==> src/rtl/ccg_pkg.sv <==
// Shared types for the core clock gear controller.
// Assumes the power-state encoding is visible at the top-level port.
package ccg_pkg;
    typedef enum logic [1:0] {
        PWR_RUN   = 2'd0,
        PWR_HALT  = 2'd1,
        PWR_SLEEP = 2'd2
    } pwr_state_t;
endpackage

==> src/rtl/ccg_pwr_fsm.sv <==
// Power-state machine: RUN, HALT and SLEEP.
// Sleep has priority over halt. A request is refused while a matching
// wake source is already asserted. Assumes all inputs are synchronous to clk.
module ccg_pwr_fsm
    import ccg_pkg::*;
(
    input  logic       clk,
    input  logic       rst_n,
    input  logic       halt_req,
    input  logic       sleep_req,
    input  logic       nmi,
    input  logic       irq,
    input  logic       ext_irq,
    output pwr_state_t state
);
    pwr_state_t state_q, state_d;
    logic       halt_wake;

    // Any interrupt source ends halt.
    assign halt_wake = nmi | irq | ext_irq;

    // Next-state selection.
    always_comb begin
        state_d = state_q;
        unique case (state_q)
            PWR_RUN: begin
                if (sleep_req) begin
                    if (!ext_irq) state_d = PWR_SLEEP;
                end else if (halt_req && !halt_wake) begin
                    state_d = PWR_HALT;
                end
            end
            PWR_HALT:  if (halt_wake) state_d = PWR_RUN;
            PWR_SLEEP: if (ext_irq)   state_d = PWR_RUN;
            default:   state_d = PWR_RUN;
        endcase
    end

    // State register, reset returns to RUN.
    always_ff @(posedge clk) begin
        if (!rst_n) state_q <= PWR_RUN;
        else        state_q <= state_d;
    end

    assign state = state_q;
endmodule

==> src/rtl/ccg_gear_reg.sv <==
// Gear field with a pending copy.
// A write lands in the pending copy and is moved into the active gear
// only on a boundary cycle. Assumes boundary is high on core-enable cycles.
module ccg_gear_reg #(
    parameter int GEAR_W = 2
) (
    input  logic              clk,
    input  logic              rst_n,
    input  logic              wr_en,
    input  logic [GEAR_W-1:0] wr_data,
    input  logic              boundary,
    output logic [GEAR_W-1:0] gear,
    output logic              commit
);
    logic [GEAR_W-1:0] pend_q, active_q;
    logic              pend_vld_q;

    // Apply a pending value on the boundary.
    assign commit = pend_vld_q & boundary;

    // Pending and active gear registers.
    always_ff @(posedge clk) begin
        if (!rst_n) begin
            pend_q     <= '0;
            pend_vld_q <= 1'b0;
            active_q   <= '0;
        end else begin
            if (commit) active_q <= pend_q;
            if (wr_en) begin
                pend_q     <= wr_data;
                pend_vld_q <= 1'b1;
            end else if (commit) begin
                pend_vld_q <= 1'b0;
            end
        end
    end

    assign gear = active_q;
endmodule

==> src/rtl/ccg_divider.sv <==
// Free-running divider counter with tick decode.
// The tick is high when the low `gear` counter bits are all ones.
// The counter is cleared while held, and on restart.
module ccg_divider #(
    parameter int GEAR_W = 2
) (
    input  logic              clk,
    input  logic              rst_n,
    input  logic [GEAR_W-1:0] gear,
    input  logic              hold,
    input  logic              restart,
    output logic              tick
);
    localparam int CNT_W = (1 << GEAR_W) - 1;

    logic [CNT_W-1:0] cnt_q;
    logic [CNT_W-1:0] mask;

    // Counter: cleared on reset, hold or restart, otherwise counts up.
    always_ff @(posedge clk) begin
        if (!rst_n || hold || restart) cnt_q <= '0;
        else                           cnt_q <= cnt_q + 1'b1;
    end

    // Mask of the low counter bits for the selected gear.
    for (genvar i = 0; i < CNT_W; i++) begin : g_mask
        assign mask[i] = (32'(gear) > i);
    end

    assign tick = ((cnt_q & mask) == mask);
endmodule

==> src/rtl/core_clk_gear.sv <==
// Core clock gear and gating controller (top).
// The core enable is the divider tick, passed only in RUN. The system
// enable is off only in SLEEP. Assumes a single clock domain and
// synchronous active-low reset.
module core_clk_gear
    import ccg_pkg::*;
#(
    parameter int GEAR_W = 2
) (
    input  logic              clk,
    input  logic              rst_n,
    input  logic              gear_wr_en,
    input  logic [GEAR_W-1:0] gear_wr_data,
    input  logic              halt_req,
    input  logic              sleep_req,
    input  logic              nmi,
    input  logic              irq,
    input  logic              ext_irq,
    output logic              core_ce,
    output logic              sys_ce,
    output logic [1:0]        pwr_state
);
    pwr_state_t        state;
    logic [GEAR_W-1:0] gear;
    logic              tick, commit, asleep;

    ccg_pwr_fsm u_fsm (
        .clk       (clk),
        .rst_n     (rst_n),
        .halt_req  (halt_req),
        .sleep_req (sleep_req),
        .nmi       (nmi),
        .irq       (irq),
        .ext_irq   (ext_irq),
        .state     (state)
    );

    // Gear changes are committed only on a live tick.
    ccg_gear_reg #(.GEAR_W(GEAR_W)) u_gear (
        .clk      (clk),
        .rst_n    (rst_n),
        .wr_en    (gear_wr_en),
        .wr_data  (gear_wr_data),
        .boundary (tick & ~asleep),
        .gear     (gear),
        .commit   (commit)
    );

    ccg_divider #(.GEAR_W(GEAR_W)) u_div (
        .clk     (clk),
        .rst_n   (rst_n),
        .gear    (gear),
        .hold    (asleep),
        .restart (commit),
        .tick    (tick)
    );

    // Output enables.
    assign asleep    = (state == PWR_SLEEP);
    assign sys_ce    = ~asleep;
    assign core_ce   = tick & (state == PWR_RUN);
    assign pwr_state = state;
endmodule

==> config.mk <==
export PLATFORM = sky130hd
export DESIGN_NAME = core_clk_gear
export DESIGN_NICKNAME = d
export VERILOG_FILES = /design/src/rtl/ccg_pkg.sv /design/src/rtl/ccg_pwr_fsm.sv /design/src/rtl/ccg_gear_reg.sv /design/src/rtl/ccg_divider.sv /design/src/rtl/core_clk_gear.sv
export SDC_FILE = /design/constraint.sdc
export NUM_CORES = 1
export LEC_CHECK = 0
export ABC_AREA = 1
export ABC_CLOCK_PERIOD_IN_PS = 1100
export BUFFER_PORTS_ARGS = -buffer_cell sky130_fd_sc_hd__buf_2
export CELL_PAD_IN_SITES_DETAIL_PLACEMENT = 2
export CELL_PAD_IN_SITES_GLOBAL_PLACEMENT = 2
export CORE_UTILIZATION = 22
export DETAILED_ROUTE_END_ITERATION = 8
export PLACE_DENSITY = 0.8
export SETUP_SLACK_MARGIN = 0.4
export SYNTH_ARGS = -nofsm -noshare
export SYNTH_HDL_FRONTEND = slang
export SYNTH_HIERARCHICAL = 1
export SYNTH_SLANG_ARGS = --single-unit
==> constraint.sdc <==
create_clock -name clk -period 1.1 [get_ports clk]
set_input_delay 0.11 -clock clk [delete_from_list [all_inputs] [get_ports clk]]
set_output_delay 0.11 -clock clk [all_outputs]
set_load 0.005 [all_outputs]
==> results of run 1 <==
metal layers:
metal / up-vias / wire length (um) / global-route usage, %
met5: - / 0 / 0
met4: 0 / 19 / 11.43
met3: 2 / 21 / 1.852
met2: 8 / 893 / 23.33
met1: 265 / 629 / 12.15
li1: 278 / - / -
layout make-up:
class / count / area [sq um] / share of cell area, %
inverters: 23 / 88.84 / 11.51
flip-flops and latches: 10 / 210.2 / 27.23
repair buffers: 20 / 141.4 / 18.31
well taps: 28 / 35.03 / 4.538
multi-input cells: 47 / 260.3 / 33.71
clock buffers: 4 / 36.28 / 4.700
worst max-delay path: cells and delay by family, from the launching register on:
kind                   cells  cell delay [ns]
AOI/OAI and AO/OA          1             0.17
buffers and inverters      5             0.30
DFF                        1             0.35
and+or+nand+nor            6             0.41
registers in the layout (all words and copies together) (netlist names):
name,cells
u_fsm/state,2
u_div/cnt_q,3
u_gear/gear,2
u_gear/pend_vld_q,1
u_gear/pend_q,2
cell usage in the layout, fill, tap and decap left out, drive strengths merged:
master	count
inv	23
nand2	20
buf	20
nor2	18
dfxtp	10
clkbuf	4
o21ai	2
a21oi	2
nand3	2
ha	1
o211ai	1
a21boi	1
metrics by stage:
stage          instances  worst slack (ns)  instance area (sq um)  power [mW]  hold slack (ns)
2_1_floorplan         80           0.03923                  518.0      0.5053           0.2304
3_3_place_gp         123          -0.05196                  633.1      0.5637           0.3334
3_5_place_dp         123           -0.1477                  633.1      0.5782           0.3492
4_1_cts              131           -0.2156                  720.7      0.9571          0.06093
5_1_grt              132           -0.3245                  772.0       1.051          0.07230
6_report             132           -0.2375                  772.0      0.9821          0.07095
worst max path at each step:
| stage | endpoint | startpoint |
|---|---|---|
| after detailed placement | u_div/cnt_q[1]$_SDFF_PP0_ | u_div/cnt_q[2]$_SDFF_PP0_ |
| after floorplan | u_div/cnt_q[0]$_SDFF_PP0_ | u_div/cnt_q[0]$_SDFF_PP0_ |
| after global placement | u_div/cnt_q[0]$_SDFF_PP0_ | u_div/cnt_q[0]$_SDFF_PP0_ |
| after global routing | u_div/cnt_q[0]$_SDFF_PP0_ | u_div/cnt_q[0]$_SDFF_PP0_ |
| after CTS | core_ce | u_div/cnt_q[0]$_SDFF_PP0_ |
| final | u_div/cnt_q[0]$_SDFF_PP0_ | u_div/cnt_q[0]$_SDFF_PP0_ |
power by group:
part	switching, mW	total, mW	internal, mW	leakage [nW]
Sequential	0.0210	0.407	0.386	0.0846
Combinational	0.124	0.239	0.115	0.292
Clock	0.135	0.336	0.201	0.0210
Total	0.280	0.982	0.702	0.398
cell families (layout without fill, tap and decap cells):
kind of cell,count (synthesis),count (layout),synth area share (%)
simple gates,40,40,33.50
buf+inv,23,47,16.99
flops,10,10,39.41
compound gates,6,6,7.636
fa+ha+maj,1,1,2.463
timing repair:
action                     4_1_cts  5_1_grt
resized for setup               10       13
setup buffers                    4        1
setup endpoints to repair       11       12
gates cloned                     0        0
pin swaps                        8        4
==> flow_metrics.py, run 1 <==
metrics = {
    "flow_run": {
        "maxCapViolations": 0,
    },
    "yosys": {
        "synth_area_leader_cell": "dfxtp_1",
        "syn_avg_cell_area_sq_um": 6.350,
        "synth_edf_count": 0,
        "yosysWarnings": 6,
        "synth_top_area_share_pct": 39.41,
        "ys_ff_latch": 10,
        "postSynth.asyncResetShare_pct": 0,
        "ys.flop_type": "dfxtp_1",
        "synth_area_leaders": "dfxtp_1 (39%), inv_1 (15%), nand2_1 (13%), nor2_1 (12%), nand2_2 (3.7%)",
        "synth.distinct_cells": 15,
        "yosysMostFrequentCell": "inv_1",
        "postSynthCellCount": 80,
        "synth-seq-area-share_pct": 39.41,
        "netlist_area_sq_um": 508.0,
        "syn_nets": 91,
        "synthTopCellsByCount": "inv_1 (20), nand2_1 (17), nor2_1 (16)",
    },
    "worst_setup_path": {
        "crit_top_cell": "inv_2",
        "worst_ep_arrival_time_ns": 1.50,
        "rr_endpoint": "u_div/cnt_q[0]$_SDFF_PP0_",
        "end_kind": "flip-flop",
        "path_max_fanout": 5,
        "ff2ff_setup_slack_ns": -0.24,
        "worstSetupStartpointType": "flip-flop",
        "slowest_delay_ns": 0.35,
        "rr_worst_depth": 12,
        "critical_path.slowest_cell": "dfxtp_2",
        "reg2reg_from": "u_div/cnt_q[0]$_SDFF_PP0_",
        "path_class": "flip-flop to flip-flop",
        "cp.required_ns": 1.27,
        "crit_chain": "inv_1 > nand2_1 > nand2_1 > nand2_2 > buf_4 > inv_2 > a21oi_4 > nand2_4 > inv_2 > inv_2 > nand3_4 > nor2_1",
    },
    "floorplanning": {
        "die_y_um": 50.05,
        "io_pins": 14,
        "initial_utilization_pct": 23.19,
        "core_area_sq_um": 2191,
        "dieArea_sq_um": 2505,
        "die_x_um": 50.05,
        "rows": 17,
    },
    "layout": {
        "nets": 116,
        "final.fill_count": 279,
        "antenna_cells": 0,
        "layout-drive-gt1-share_pct": 49.04,
        "area_delta_synth_final_pct": 51.97,
        "fin_util_pct": 35.24,
    },
    "placed_design": {
        "dpl.hpwl_um": 1118,
        "port_buffers": 13,
        "gp_congestion": 0.6726,
    },
    "sta": {
        "rsz0062_at_grt": "true",
        "skew_ns": 0.002883,
        "timing.fmax_ghz": 0.7477,
        "finalCriticalPeriod_ns": 1.338,
        "hold_viol": 0,
        "finalCritPeriodShare_pct": 121.6,
        "worst_slew_pin_slew_ns": 0.1799,
        "final.setup.worst_slack_ns": -0.2375,
        "slew_viol_final": 0,
        "relSlewSlack_pct": 87.98,
        "finalSetupViolations": 7,
        "fin_setup_tns_ns": -1.459,
    },
    "pwr": {
        "ir_drop_uv": 593.8,
        "power_leakage_nw": 0.3979,
        "powerDensity_nw_per_um2": 1272,
    },
    "routing": {
        "wirelength_um": 1563,
        "drtIter0Drc": 3,
        "antenna_left": 0,
        "via_per_inst": 4.189,
        "routedWlPerCell_um": 11.84,
        "firstDrtPassIters": 2,
        "drc": 0,
        "vias": 553,
    },
    "clock_network": {
        "holdBufCountCts": 0,
        "clock_path_buffers": 2,
        "path_clk_slew_ns": 0.07,
        "cts_tree": "done",
        "cts_sinks": 10,
        "clock_latency_ns": 0.27,
        "h-tree-depth": 1,
        "clk_root_buffer_cell": "clkbuf_4",
        "cts_buffers": 3,
    },
    "outcome": {
        "violations": "setup timing",
        "status": "finished with violations",
    },
    "global_route": {
        "grt_max_degree": 8,
        "grt_first_pass_wirelength_um": 2249,
        "grt_overflow": 0,
        "first_global_vias": 555,
        "antenna_found_initial": 0,
        "grt_usage_pct": 12.81,
    },
    "hold_path": {
        "holdCritStartpoint": "gear_wr_data[1]",
        "hold_depth": 3,
        "worstHoldEndpoint": "u_gear/pend_q[1]$_SDFFE_PN0P_",
        "hold_path_class": "input pin to flip-flop",
    },
}
(Power assumes the default switching activity.)
==> inputs of run 2 (changes only) <==
REMOVE_ABC_BUFFERS = 1   (was not set)
==> flow_metrics.py, run 2 (synthesis gave the netlist of run 1 again) <==
metrics = {
    "outcome": {
        "status": "finished with violations",
        "violations": "setup timing",
    },
    "hold_path": {
        "holdCritStartpoint": "gear_wr_data[0]",
        "hold_path_class": "input pin to flip-flop",
        "hold_depth": 3,
        "worstHoldEndpoint": "u_gear/pend_q[0]$_SDFFE_PN0P_",
    },
    "clock_network": {
        "cts_sinks": 10,
        "cts_tree": "done",
        "clk_root_buffer_cell": "clkbuf_4",
        "path_clk_slew_ns": 0.06,
        "clock_path_buffers": 2,
        "clock_latency_ns": 0.27,
        "cts_buffers": 3,
        "h-tree-depth": 1,
    },
    "global_route": {
        "grt_first_pass_wirelength_um": 2704,
        "first_global_vias": 677,
        "antenna_found_initial": 0,
        "grt_overflow": 0,
        "grt_usage_pct": 15.03,
        "grt_max_degree": 8,
    },
    "floorplanning": {
        "die_y_um": 50.05,
        "die_x_um": 50.05,
        "initial_utilization_pct": 23.19,
        "io_pins": 14,
        "dieArea_sq_um": 2505,
        "core_area_sq_um": 2191,
        "rows": 17,
    },
    "sta": {
        "final.setup.worst_slack_ns": -0.2120,
        "finalCritPeriodShare_pct": 119.3,
        "finalSetupViolations": 8,
        "skew_ns": 0.003266,
        "slew_viol_final": 0,
        "worst_slew_pin_slew_ns": 0.1589,
        "hold_viol": 0,
        "timing.fmax_ghz": 0.7622,
        "rsz0062_at_grt": "true",
        "finalCriticalPeriod_ns": 1.312,
        "relSlewSlack_pct": 89.41,
    },
    "routing": {
        "vias": 572,
        "drc": 0,
        "firstDrtPassIters": 1,
        "antenna_left": 0,
        "via_per_inst": 4.115,
        "routedWlPerCell_um": 11.60,
        "wirelength_um": 1612,
        "drtIter0Drc": 0,
    },
    "worst_setup_path": {
        "crit_top_cell": "inv_2",
        "rr_worst_depth": 12,
        "crit_buf_inv": 5,
        "path_max_fanout": 5,
        "reg2reg_from": "u_div/cnt_q[0]$_SDFF_PP0_",
        "cp_top_family": "simple AND/OR/NAND/NOR gates",
        "rr_endpoint": "u_div/cnt_q[1]$_SDFF_PP0_",
        "path_class": "flip-flop to flip-flop",
        "end_kind": "flip-flop",
        "worst_ep_arrival_time_ns": 1.48,
        "crit_path_start": "u_div/cnt_q[0]$_SDFF_PP0_",
        "critical_path.slowest_cell": "dfxtp_2",
        "slowest_delay_ns": 0.34,
        "cp.required_ns": 1.27,
        "crit_chain": "inv_2 > nand2_1 > nand2_1 > nand2_2 > buf_4 > inv_2 > a21oi_2 > nand2_2 > inv_2 > inv_2 > nand3_4 > nor2_2",
        "ff2ff_setup_slack_ns": -0.21,
        "worstSetupStartpointType": "flip-flop",
    },
    "placed_design": {
        "dpl.cell_count": 125,
        "port_buffers": 13,
        "gp_congestion": 0.7109,
        "dpl.hpwl_um": 1060,
    },
    "pwr": {
        "power_frac_clock_pct": 28.2,
        "ir_drop_uv": 432.9,
        "p_seq_share_pct": 44.9,
        "p_sw_share_pct": 29.85,
        "p_int_uw": 636.1,
        "p_comb_share_pct": 26.9,
        "power_leakage_nw": 0.4314,
        "power.switching_uw": 270.7,
        "powerDensity_nw_per_um2": 1077,
    },
    "layout": {
        "nets": 124,
        "layout-drive-gt1-share_pct": 55.86,
        "area_delta_synth_final_pct": 65.76,
        "largest_reg_flops": 3,
        "final_cell_mix": "inv_1 (14), nand2_1 (14), buf_2 (11), nor2_1 (11), buf_6 (10)",
        "largest_register": "u_div/cnt_q",
        "fin_util_pct": 38.44,
        "antenna_cells": 0,
        "fin_cells": 139,
    },
    "flow_run": {
        "maxCapViolations": 0,
    },
}
[run 2: worst min-delay path: cells and delay by family]
| family | cells | cell delay (ns) |
|---|---|---|
| simple gates | 2 | 0.12 |
| buf+inv | 1 | 0.07 |
[run 2: power groups by stage]
stage / Combinational [mW] / Sequential, mW / Clock [mW]
6_report: 0.244 / 0.407 / 0.256
2_1_floorplan: 0.0920 / 0.410 / 0
5_1_grt: 0.271 / 0.411 / 0.305
3_5_place_dp: 0.158 / 0.413 / 0
3_3_place_gp: 0.150 / 0.413 / 0
4_1_cts: 0.197 / 0.407 / 0.270
[run 2: area by class of cell]
class | count | area (sq um)
sequential | 10 | 209.0
tap | 28 | 35.03
inverter | 23 | 88.84
fill | 273 | 1349
multi-input combinational | 47 | 266.5
timing repair buffer | 28 | 220.2
clock buffer | 3 | 22.52
[run 2: routing by layer]
metal / track usage [%] / vias to the layer above / part of all wire [%]
li1: - / 290 / -
met1: 13.42 / 266 / 35
met2: 29.33 / 11 / 59
met3: 2.160 / 5 / 2.7
met4: 11.43 / 0 / 3.2
met5: 0 / - / 0
[run 2: stage by stage]
step	instance area, sq um	hold slack, ns	setup TNS [ns]	power, mW	setup WS, ns
global route	842.1	0.07619	-2.048	0.9874	-0.3106
floorplan	508.0	0.2304	-0.1590	0.5024	-0.05523
finish	842.1	0.07287	-1.341	0.9068	-0.2120
detailed placement	638.1	0.3524	-0.9816	0.5718	-0.2191
global placement	638.1	0.3332	-0.6476	0.5623	-0.1671
CTS	775.7	0.07017	-0.5550	0.8741	-0.1869
[run 2: timing repair]
| item | in CTS | in global routing |
|---|---|---|
| pin swaps | 5 | 10 |
| hold buffers | 0 | 0 |
| buffers inserted | 9 | 2 |
| gates resized for setup | 17 | 21 |
| setup endpoints to repair | 12 | 13 |
[run 2: how the worst max path moves through the flow]
stage | depth (start not counted) | end
after global placement | 11 | u_div/cnt_q[0]$_SDFF_PP0_
after global routing | 12 | u_div/cnt_q[1]$_SDFF_PP0_
final | 12 | u_div/cnt_q[1]$_SDFF_PP0_
after floorplan | 11 | u_div/cnt_q[0]$_SDFF_PP0_
after detailed placement | 11 | u_div/cnt_q[0]$_SDFF_PP0_
after CTS | 7 | core_ce
==> inputs of run 3 (changes only) <==
CELL_PAD_IN_SITES_DETAIL_PLACEMENT = 1   (was 2)
CELL_PAD_IN_SITES_GLOBAL_PLACEMENT = 1   (was 2)
CORE_UTILIZATION = 29   (was 22)
==> flow_metrics.py, run 3 (synthesis gave the netlist of run 1 again) <==
metrics = {
    "worst_setup_path": {
        "path_class": "flip-flop to output pin",
        "worstSetupStartpointType": "flip-flop",
        "slowest_delay_ns": 0.37,
        "reg2reg_from": "u_div/cnt_q[0]$_SDFF_PP0_",
        "worst_ep_arrival_time_ns": 1.21,
        "cp_top_family": "flip-flops",
        "crit_path_start": "u_div/cnt_q[0]$_SDFF_PP0_",
        "crit_buf_inv": 3,
        "crit_chain": "nand2_2 > inv_2 > nand2_2 > nand2_2 > buf_6 > nand2_2 > nor2_2 > buf_2",
        "cp.required_ns": 0.99,
        "ff2ff_setup_slack_ns": -0.12,
        "crit_top_cell": "nand2_2",
        "path_max_fanout": 4,
        "end_kind": "output pin",
        "critical_path.slowest_cell": "dfxtp_4",
    },
    "layout": {
        "final_common_cell": "inv_1",
        "antenna_cells": 0,
        "final_cell_mix": "inv_1 (15), nor2_1 (14), buf_2 (11)",
        "final.fill_count": 219,
        "largest_reg_flops": 3,
        "layout-drive-gt1-share_pct": 50.48,
        "area_delta_synth_final_pct": 50.00,
        "nets": 117,
        "largest_register": "u_div/cnt_q",
    },
    "global_route": {
        "grt_first_pass_wirelength_um": 2097,
        "grt_max_degree": 8,
        "grt_overflow": 0,
        "antenna_found_initial": 0,
        "grt_usage_pct": 15.53,
        "first_global_vias": 522,
    },
    "routing": {
        "firstDrtPassIters": 4,
        "wirelength_um": 1259,
        "via_per_inst": 4.430,
        "drtIter0Drc": 2,
        "antenna_left": 0,
        "drc": 0,
        "routedWlPerCell_um": 10.40,
        "vias": 536,
    },
    "sta": {
        "relSlewSlack_pct": 90.45,
        "whs_ns": 0.07133,
        "skew_ns": 0.002279,
        "hold_viol": 0,
        "slew_viol_final": 0,
        "finalCriticalPeriod_ns": 1.319,
        "worst_slew_pin_slew_ns": 0.1417,
        "final.setup.worst_slack_ns": -0.2193,
        "fin_setup_tns_ns": -0.7984,
        "timing.fmax_ghz": 0.7580,
        "finalSetupViolations": 7,
        "rsz0062_at_grt": "true",
        "finalCritPeriodShare_pct": 119.9,
    },
    "clock_network": {
        "cts_buffers": 3,
        "clock_path_buffers": 2,
        "holdBufCountCts": 0,
        "path_clk_slew_ns": 0.07,
        "clock_latency_ns": 0.27,
        "h-tree-depth": 1,
        "cts_tree": "done",
        "clk_root_buffer_cell": "clkbuf_4",
        "cts_sinks": 10,
    },
    "hold_path": {
        "holdCritStartpoint": "gear_wr_data[1]",
        "hold_path_class": "input pin to flip-flop",
    },
    "floorplanning": {
        "initial_utilization_pct": 32.22,
        "rows": 14,
        "dieArea_sq_um": 1923,
        "core_area_sq_um": 1577,
        "die_x_um": 43.86,
        "io_pins": 14,
        "die_y_um": 43.86,
    },
    "pwr": {
        "powerDensity_nw_per_um2": 1247,
        "power_leakage_nw": 0.4024,
        "p_seq_share_pct": 43.2,
        "p_sw_share_pct": 27.91,
        "power_frac_clock_pct": 35.7,
        "power.switching_uw": 265.3,
        "p_comb_share_pct": 21.1,
        "p_int_uw": 685.2,
        "ir_drop_uv": 539.6,
    },
    "flow_run": {
        "maxCapViolations": 0,
    },
    "outcome": {
        "status": "finished with violations",
        "violations": "setup timing",
    },
    "placed_design": {
        "pre_cts_slack_ns": -0.2273,
        "port_buffers": 13,
        "gp_congestion": 0.6709,
        "dpl.hpwl_um": 886.1,
    },
}
==> run 3: repair_timing <==
action                                  CTS  global route
resized for setup                        11            19
setup buffers                             2             2
pin swaps                                 1            10
endpoints found under the setup margin   12            13
==> run 3: through the flow <==
stage	power (mW)	area (sq um)	util (%)	cells
global placement	0.5594	623.1	39.52	113
finish	0.9504	762.0	48.33	121
floorplan	0.5024	508.0	-	80
CTS	0.9229	705.7	44.76	119
detailed placement	0.5684	623.1	39.52	113
global route	1.001	762.0	48.33	121
==> run 3: power groups by stage <==
stage	sequential [mW]	combinational [mW]	clock, mW
4_1_cts	0.407	0.167	0.349
5_1_grt	0.413	0.225	0.363
6_report	0.410	0.200	0.340
3_3_place_gp	0.412	0.147	0
3_5_place_dp	0.414	0.154	0
2_1_floorplan	0.410	0.0920	0
==> run 3: final timing paths <==
kind | to | cells past startpoint
worst max-delay path | core_ce | 8
worst min-delay path | u_gear/pend_q[1]$_SDFFE_PN0P_ | 3
worst max register to register | u_div/cnt_q[0]$_SDFF_PP0_ | 11
worst min register to register | u_div/cnt_q[0]$_SDFF_PP0_ | 1
==> run 3: layer usage <==
layer | global-route usage [%] | share of wire [%] | vias up
li1 | - | - | 280
met1 | 17.13 | 42 | 242
met2 | 25.07 | 53 | 10
met3 | 2.500 | 1.7 | 4
met4 | 14.55 | 3.3 | 0
met5 | 0 | 0 | -
==> run 3: layout make-up <==
class | count | area [sq um] | area share [%]
Multi-Input combinational cell | 47 | 252.7 | 33.17
Tap cell | 16 | 20.02 | 2.627
Timing Repair Buffer | 21 | 152.6 | 20.03
Clock buffer | 4 | 36.28 | 4.762
Inverter | 23 | 91.34 | 11.99
Sequential cell | 10 | 209.0 | 27.42
==> run 3: tightest hold or removal path, stage by stage <==
cell and delay, ns:
buf_2 0.08, nor2_1 0.03, nor2_1 0.09
